[src/rtl/tdg_pkg.sv]
package tdg_pkg;
  localparam int CFG_AW = 2;
  localparam logic [CFG_AW-1:0] ADDR_CAL_DLY = 2'd0;
  localparam logic [CFG_AW-1:0] ADDR_PIX_DLY = 2'd1;
  localparam logic [CFG_AW-1:0] ADDR_SHT_DLY = 2'd2;
  localparam logic [CFG_AW-1:0] ADDR_SHT_WID = 2'd3;

  typedef enum logic [1:0] {
    ST_IDLE = 2'd0,
    ST_WAIT = 2'd1,
    ST_HOLD = 2'd2
  } tmr_state_e;
endpackage

[src/rtl/tdg_sync_edge.sv]
module tdg_sync_edge #(
  parameter int SYNC_N = 2
) (
  input  logic clk_i,
  input  logic rst_ni,
  input  logic async_i,
  output logic strobe_o
);
  logic [SYNC_N:0] sh_q;

  always_ff @(posedge clk_i or negedge rst_ni) begin
    if (!rst_ni) sh_q <= '0;
    else         sh_q <= {sh_q[SYNC_N-1:0], async_i};
  end

  // rising edge of the synchronized level
  assign strobe_o = sh_q[SYNC_N-1] & ~sh_q[SYNC_N];

  p_single_strobe_r2: assert property (@(posedge clk_i) disable iff (!rst_ni)
    strobe_o |=> !strobe_o);
endmodule

[src/rtl/tdg_timer.sv]
module tdg_timer
  import tdg_pkg::*;
#(
  parameter int CNT_W = 16
) (
  input  logic             clk_i,
  input  logic             rst_ni,
  input  logic             start_i,
  input  logic [CNT_W-1:0] delay_i,
  input  logic [CNT_W-1:0] width_i,
  output logic             pulse_o,
  output logic             active_o
);
  tmr_state_e       state_q;
  logic [CNT_W-1:0] cnt_q;

  always_ff @(posedge clk_i or negedge rst_ni) begin
    if (!rst_ni) begin
      state_q <= ST_IDLE;
      cnt_q   <= '0;
    end else begin
      unique case (state_q)
        ST_IDLE: if (start_i) begin
          state_q <= ST_WAIT;
          cnt_q   <= delay_i;
        end
        ST_WAIT: begin
          if (cnt_q == '0) begin
            if (width_i == '0) state_q <= ST_IDLE;
            else begin
              state_q <= ST_HOLD;
              cnt_q   <= width_i - CNT_W'(1);
            end
          end else begin
            cnt_q <= cnt_q - CNT_W'(1);
          end
        end
        ST_HOLD: begin
          if (cnt_q == '0) state_q <= ST_IDLE;
          else             cnt_q   <= cnt_q - CNT_W'(1);
        end
        default: state_q <= ST_IDLE;
      endcase
    end
  end

  // first output cycle is the last wait cycle
  assign pulse_o  = ((state_q == ST_WAIT) && (cnt_q == '0)) || (state_q == ST_HOLD);
  assign active_o = (state_q != ST_IDLE);

  p_ends_on_pulse_r5: assert property (@(posedge clk_i) disable iff (!rst_ni)
    $fell(active_o) |-> $past(pulse_o));
  p_start_only_idle_r7: assert property (@(posedge clk_i) disable iff (!rst_ni)
    (active_o && !pulse_o) |=> active_o);
endmodule

[src/rtl/trig_shutter_gen.sv]
module trig_shutter_gen
  import tdg_pkg::*;
#(
  parameter int CNT_W  = 16,
  parameter int REJ_W  = 16,
  parameter int SYNC_N = 2
) (
  input  logic              clk_i,
  input  logic              rst_ni,
  input  logic              master_trig_i,
  input  logic              busy_i,
  input  logic              cfg_we_i,
  input  logic [CFG_AW-1:0] cfg_addr_i,
  input  logic [CNT_W-1:0]  cfg_wdata_i,
  output logic              cal_trig_o,
  output logic              pix_trig_no,
  output logic              shutter_o,
  output logic [REJ_W-1:0]  rej_cnt_o
);
  localparam int NCH  = 3;
  localparam int NREG = 1 << CFG_AW;

  logic [NREG-1:0][CNT_W-1:0] cfg_q;
  logic [NCH-1:0][CNT_W-1:0]  ch_dly, ch_wid;
  logic [NCH-1:0]             ch_pulse, ch_active;
  logic                       strobe, all_idle, accept;
  logic [REJ_W-1:0]           rej_q;

  tdg_sync_edge #(.SYNC_N(SYNC_N)) u_sync (
    .clk_i(clk_i), .rst_ni(rst_ni), .async_i(master_trig_i), .strobe_o(strobe)
  );

  assign all_idle = ~|ch_active;
  assign accept   = strobe & all_idle & ~busy_i;

  always_ff @(posedge clk_i or negedge rst_ni) begin
    if (!rst_ni) cfg_q <= '0;
    else if (cfg_we_i && all_idle && !accept) cfg_q[cfg_addr_i] <= cfg_wdata_i;
  end

  always_ff @(posedge clk_i or negedge rst_ni) begin
    if (!rst_ni)              rej_q <= '0;
    else if (strobe && !accept) rej_q <= rej_q + REJ_W'(1);
  end

  // channel 0 cal, 1 pixel trigger, 2 shutter
  assign ch_dly[0] = cfg_q[ADDR_CAL_DLY];
  assign ch_dly[1] = cfg_q[ADDR_PIX_DLY];
  assign ch_dly[2] = cfg_q[ADDR_SHT_DLY];
  assign ch_wid[0] = '0;
  assign ch_wid[1] = '0;
  assign ch_wid[2] = cfg_q[ADDR_SHT_WID];

  for (genvar c = 0; c < NCH; c++) begin : g_ch
    tdg_timer #(.CNT_W(CNT_W)) u_tmr (
      .clk_i   (clk_i),
      .rst_ni  (rst_ni),
      .start_i (accept),
      .delay_i (ch_dly[c]),
      .width_i (ch_wid[c]),
      .pulse_o (ch_pulse[c]),
      .active_o(ch_active[c])
    );
  end

  assign cal_trig_o  = ch_pulse[0];
  assign pix_trig_no = ~ch_pulse[1];
  assign shutter_o   = ch_pulse[2];
  assign rej_cnt_o   = rej_q;

  p_cal_one_cycle_r3: assert property (@(posedge clk_i) disable iff (!rst_ni)
    cal_trig_o |=> !cal_trig_o);
  p_pix_one_cycle_r4: assert property (@(posedge clk_i) disable iff (!rst_ni)
    !pix_trig_no |=> pix_trig_no);
  p_busy_reject_r6: assert property (@(posedge clk_i) disable iff (!rst_ni)
    (strobe && busy_i) |=> (rej_cnt_o == REJ_W'($past(rej_cnt_o) + 1'b1)));
  p_run_reject_r7: assert property (@(posedge clk_i) disable iff (!rst_ni)
    (strobe && !all_idle) |=> (rej_cnt_o == REJ_W'($past(rej_cnt_o) + 1'b1)));
  p_cfg_frozen_r8: assert property (@(posedge clk_i) disable iff (!rst_ni)
    !all_idle |=> $stable(cfg_q));
endmodule

[config.mk]
export PLATFORM = sky130hd
export DESIGN_NAME = trig_shutter_gen
export DESIGN_NICKNAME = d
export VERILOG_FILES = /design/src/rtl/tdg_pkg.sv /design/src/rtl/tdg_sync_edge.sv /design/src/rtl/tdg_timer.sv /design/src/rtl/trig_shutter_gen.sv
export SDC_FILE = /design/constraint.sdc
export NUM_CORES = 1
export LEC_CHECK = 0
export BUFFER_PORTS_ARGS = -buffer_cell sky130_fd_sc_hd__buf_2
export CAP_MARGIN = 20
export CORE_MARGIN = 3
export CORE_UTILIZATION = 41
export DETAILED_ROUTE_END_ITERATION = 8
export PLACE_DENSITY = 0.59
export SYNTH_ARGS = -nofsm -noshare
export SYNTH_HDL_FRONTEND = slang
export SYNTH_HIERARCHICAL = 1
export SYNTH_SLANG_ARGS = --single-unit
[constraint.sdc]
create_clock -name clk_i -period 7.48 [get_ports clk_i]
set_input_delay 0.748 -clock clk_i [delete_from_list [all_inputs] [get_ports clk_i]]
set_output_delay 0.748 -clock clk_i [all_outputs]
set_load 0.1 [all_outputs]
Word level (Yosys, flattened, before mapping)

Cells that the tools add are included.

Add/subtract/negate cells: 5
Order comparisons: 2
Reduce and logical (&&, ||, !) cells: 34
Eq/ne operators: 17
Mux-type cells: 23
Bitwise operators: 6

Operators by type and width:

| kind                                                                    | count |
|---|---|
| 16-bit 2-to-1 mux                                                       | 9 |
| 64-bit bitwise mux                                                      | 1 |
| 16-bit logical NOT                                                      | 4 |
| 16-bit one-hot mux with 2 select lines                                  | 2 |
| 16-bit by 1-bit subtractor with 16-bit output, second input constant    | 4 |
| 16-bit one-hot mux with 3 select lines                                  | 1 |
| 16-bit demux with 2-bit select                                          | 1 |
| 16-bit by 1-bit adder with 16-bit output, second input constant         | 1 |
| 2-bit 2-to-1 mux                                                        | 6 |
| 2-bit inequality test, second input constant                            | 6 |
| 2-bit nonzero test                                                      | 5 |
| 3-bit AND reduction                                                     | 3 |
| 2-bit by 1-bit inequality test with 1-bit output, second input constant | 4 |
| 2-bit one-hot mux with 2 select lines                                   | 2 |
| 1-bit logical AND                                                       | 7 |
| 2-bit by 1-bit equality test with 1-bit output, second input constant   | 3 |
| 2-bit equality test, second input constant                              | 3 |
| 2-bit logical NOT                                                       | 3 |
| 2-bit one-hot mux with 3 select lines                                   | 1 |
| 2-bit AND reduction                                                     | 2 |
| 4-bit AND reduction                                                     | 1 |
| 2-bit OR reduction                                                      | 2 |
| 1-bit AND                                                               | 3 |
| 1-bit logical OR                                                        | 3 |
| other kinds (7)                                                         | 10 |

Word-level logic and storage cells: 99
Register bits: 137

Logic depth before layout (Yosys ltp)

Depth in word-level cells: 7
Mapped depth: 10
Mapped depth without buffers: 9

By module

The synthesis kept the hierarchy.

Modules (own cells, without submodules):

| module                        | area an instance (um^2) | cells each | instances | sequential area each (um^2) |
|---|---|---|---|---|
| tdg_timer (g_ch[0].u_tmr ...) | 1685.4                  | 208        | 2         | 450.4 |
| trig_shutter_gen              | 3173.0                  | 207        | 1         | 2001.9 |
| tdg_timer (g_ch[2].u_tmr)     | 1709.1                  | 218        | 1         | 450.4 |
| tdg_sync_edge                 | 88.8                    | 4          | 1         | 75.1 |

Worst setup path before layout

OpenSTA, ideal clock, no wires.

Kind: register to output
Start point: register g_ch[2].u_tmr.cnt_q[0]
End point: output port shutter_o
Required time: 6.732 ns
Arrival: 2.375 ns
Stages on the path, launching flop included: 8
Path buffers: 1
Slack: 4.357 ns
Path through: dfrtp_1 inv_1 ha_1 nor3b_1 nand2_1 or4_4 buf_6 nand2_1

Word-level cells in the longest chain between the ends: 3

Ends and longest elaborated chain:

| what                     | line                   | source |
|---|---|---|
| start: declaration       | tdg_timer.sv:15        | `logic [CNT_W-1:0] cnt_q;` |
| start signal: assignment | tdg_timer.sv:25        | `cnt_q <= delay_i;` |
| start signal: assignment | tdg_timer.sv:32        | `cnt_q <= width_i - CNT_W'(1);` |
| start signal: assignment | tdg_timer.sv:35        | `cnt_q <= cnt_q - CNT_W'(1);` |
| 16-bit logical NOT       | tdg_timer.sv:48        | `assign pulse_o = ((state_q == ST_WAIT) && (cnt_q == '0)) \|\| (state_q == ST_HOLD);` |
| 1-bit logical AND        | tdg_timer.sv:48        |  |
| 1-bit logical OR         | tdg_timer.sv:48        |  |
| end: declaration         | trig_shutter_gen.sv:17 | `output logic shutter_o,` |

No other way between the ends.

Worst setup path in the final report

Same ends and word-level chain as after synthesis.

==> summary.txt <==
Synth
  – Sequential element share of the synthesized area: between 40% and 50%
  – Synth async-reset ratio: 100%
  – Synth area leader: dfrtp_1
  – Commonest cells post-synth: dfrtp_1, o21ai_0, mux2_2
  – Post-synthesis cell type count: 67
  – Synthesized cell area: ~8300 µm²
  – Synth warn: 6
  – Synth area leaders: dfrtp_1, mux2_2, xnor2_1
  – Avg Synthesized Cell Area: 9.87 µm²
  – Most frequent cell after synthesis: dfrtp_1
  – Yosys top cell area share: 41.1%
  – #FFs+latches synth: about 140
  – Post-synth top flop: dfrtp_1
  – EDFF count, synth: 0
  – Cell count after synthesis: ~850

Setup path
  – Worst EP required: 6730 ps
  – Crit-path cells: inv_1, ha_1, nor3b_1, nand2_1, or4_4, nand2_1, buf_2
  – Critical setup path kind: reg -> out
  – Critical Path Start Type: flip-flop
  – Max stage delay on crit path: between 500 and 600 ps
  – Worst-path fanout max: 13
  – Slowest cell on crit path: or4_4
  – Crit-path most repeated cell: nand2_1
  – R2r setup slk: 4550 ps
  – Worst Path Arrival: 2930 ps
  – Critical Path Sink Type: output port

Placement
  – Placed Area: 9150 µm²
  – Final RePlAce weighted congestion: roughly 0.87
  – Pre-CTS setup slack: 4310 ps
  – I/O Buffers: 41
  – Post-DP HPWL: 14600 µm

Finish
  – Sequential cell area: 3430 µm²
  – Area of the multi-input gates: roughly 5000 µm²
  – Design Area, Final: 9760 µm²
  – Final Net Count: 1026
  – Area delta synth->final: 17.1%
  – # fillers: 1833
  – N_diodes: 0
  – Share of post-route cells with drive strength above 1: 19.2%

Floorplanning
  – Die footprint: 22100 µm²
  – CORE AREA: 19700 µm²
  – Starting density of the core: 42.3%
  – I/O pins: 42
  – Die height: ~150 µm
  – Chip Width: 149 µm
  – Row count: 51

Clock tree
  – CTS resizes: 0
  – CTS H-Tree Depth: 4
  – Post-CTS Setup Inserts: 0
  – CTS Buf Count: 17
  – Worst skew pair latency: 430 ps
  – Reg clk slew, reported paths: approximately 70 ps
  – CTS tree: built
  – Root Buffer: clkbuf_16
  – Clock tree buffer depth: 2
  – Hold buffers post-CTS: 0
  – # clock sinks: 137

Global route
  – GRT overflow: 0
  – Vias in the first global route: 6388
  – Total GRT Usage: a little under a fifth
  – Initial antenna violation count: 1
  – First-pass GRT wire length: 33700 µm
  – Largest net degree at the start of global routing: 77

Timing
  – Final setup viols: 0
  – RSZ-0062 raised after global routing: no
  – Final period utilization: 49.2%
  – Minimum clock period: 3680 ps
  – Post-Route Skew: 9.67 ps
  – Slew Viols, Final: 0
  – Final Hold Viols: 0
  – Max_slew headroom: ~34%
  – Final Worst Setup Slack: 3800 ps
  – Max Clock Freq: 0.272 GHz
  – Slew @ Worst Pin: 996 ps
  – Setup_tns: 0 ps

Pwr
  – Comb pwr share: 11.3%
  – Power density over the cells: roughly 190 nW/µm²
  – Sw Share: 28.8%
  – Peak VDD IR: 292 µV
  – Sequential power share: 41.7%
  – Switch Pwr: 539 µW
  – Static Leak: 0.00489 µW
  – Clock power frac: 47.0%
  – Internal Power: 1330 µW

Routing
  – Antenna Violating Nets Remaining: 0
  – Iteration-0 DRC Markers: about 340
  – Post-Route WL: 20400 µm
  – Wire per inst: around 16 µm
  – Via count: 6560
  – TritonRoute pass-1 iters: 5
  – DRC: 0
  – Vias per std cell: approximately 5.2

Worst hold path
  – Hold Path Class: in -> async

Flow run
  – Max cap viols: 0

Run status
  – Run status: finished, final reports clean
sequential cells by signal, indices dropped and copies added, names as in the netlist:
register            flops
g_ch.u_tmr/state_q      6
g_ch.u_tmr/cnt_q       48
u_sync/sh_q             3
rej_cnt_o              16
cfg_q                  64
per-layer routing:
layer	share of wire [%]	GRT usage, %
met5	0.064	0
met2	45	29.9
met1	49	27.1
met3	4.7	4.14
met4	1.1	4.67
kinds of logic (layout without fill, tap and decap cells):
family | Yosys count | in the layout | synth area share (%)
simple gates | 244 | 244 | 16.3
compound gates | 232 | 232 | 18.8
other cells | 1 | 114 | 0.0450
fa+ha+maj | 16 | 16 | 2.40
mux | 68 | 68 | 9.61
flops | 137 | 137 | 41.1
xor+xnor | 73 | 73 | 7.66
buf+inv | 74 | 116 | 4.11
power by group through the flow:
stage,logic (µW),registers [µW],clock network [µW]
2_1_floorplan,50.2,895,0
3_3_place_gp,209,792,0
3_5_place_dp,211,792,0
4_1_cts,210,780,894
5_1_grt,227,784,929
6_report,212,779,878
worst paths after layout:
check / cells past startpoint / startpoint / endpoint
max: 7 / g_ch[2].u_tmr/cnt_q[0]$_DFFE_PN0P_ / shutter_o
min: 1 / rst_ni / g_ch[2].u_tmr/cnt_q[7]$_DFFE_PN0P_
max reg2reg: 6 / g_ch[1].u_tmr/state_q[0]$_DFFE_PN0P_ / g_ch[1].u_tmr/cnt_q[10]$_DFFE_PN0P_
min reg2reg: 0 / u_sync/sh_q[0]$_DFF_PN0_ / u_sync/sh_q[1]$_DFF_PN0_
max in group asynchronous: 2 / rst_ni / g_ch[1].u_tmr/cnt_q[6]$_DFFE_PN0P_
min in group clk_i: 0 / u_sync/sh_q[0]$_DFF_PN0_ / u_sync/sh_q[1]$_DFF_PN0_
metrics by stage:
step                std cells  util [%]  total power, µW  hold slack [ps]
finish                   1265      49.5             1870              324
global route             1265      49.5             1940              351
CTS                      1265      49.5             1880              337
detailed placement       1233      46.4             1000              340
global placement         1233      46.4             1000              334
floorplan                 958         -              946              331
worst max-delay path: cells and delay by family, from the launching register on:
| kind | cells | cell delay (ps) |
|---|---|---|
| adders and majority gates | 1 | 210 |
| buffers and inverters | 2 | 520 |
| DFF | 1 | 390 |
| and+or+nand+nor | 4 | 1380 |
cell type report:
class / instances / share of cell area [%]
clock inverter: 14 / 1.90
clock buffer: 18 / 4.40
inverter: 37 / 1.42
multi-input combinational: 747 / 51.2
timing repair buffer: 47 / 2.63
sequential: 137 / 35.1
tap: 265 / 3.40
cells in the final DEF, fill, tap and decap left out, drive strengths merged, types with 9 or more instances in the layout:
cell type  instances
or2               12
nand2b            11
mux2              67
buf               47
nand2             54
xor2              29
conb             114
o31ai             19
nand4             11
xnor2             44
o21ai             93
o221a             16
nor2              52
inv               42
o21a              10
a21oi             33
clkbuf            18
nand3             16
nor3              26
o22ai              9
nor4              23
ha                16
a32o               9
dfrtp            137
(Power assumes the default switching activity.)
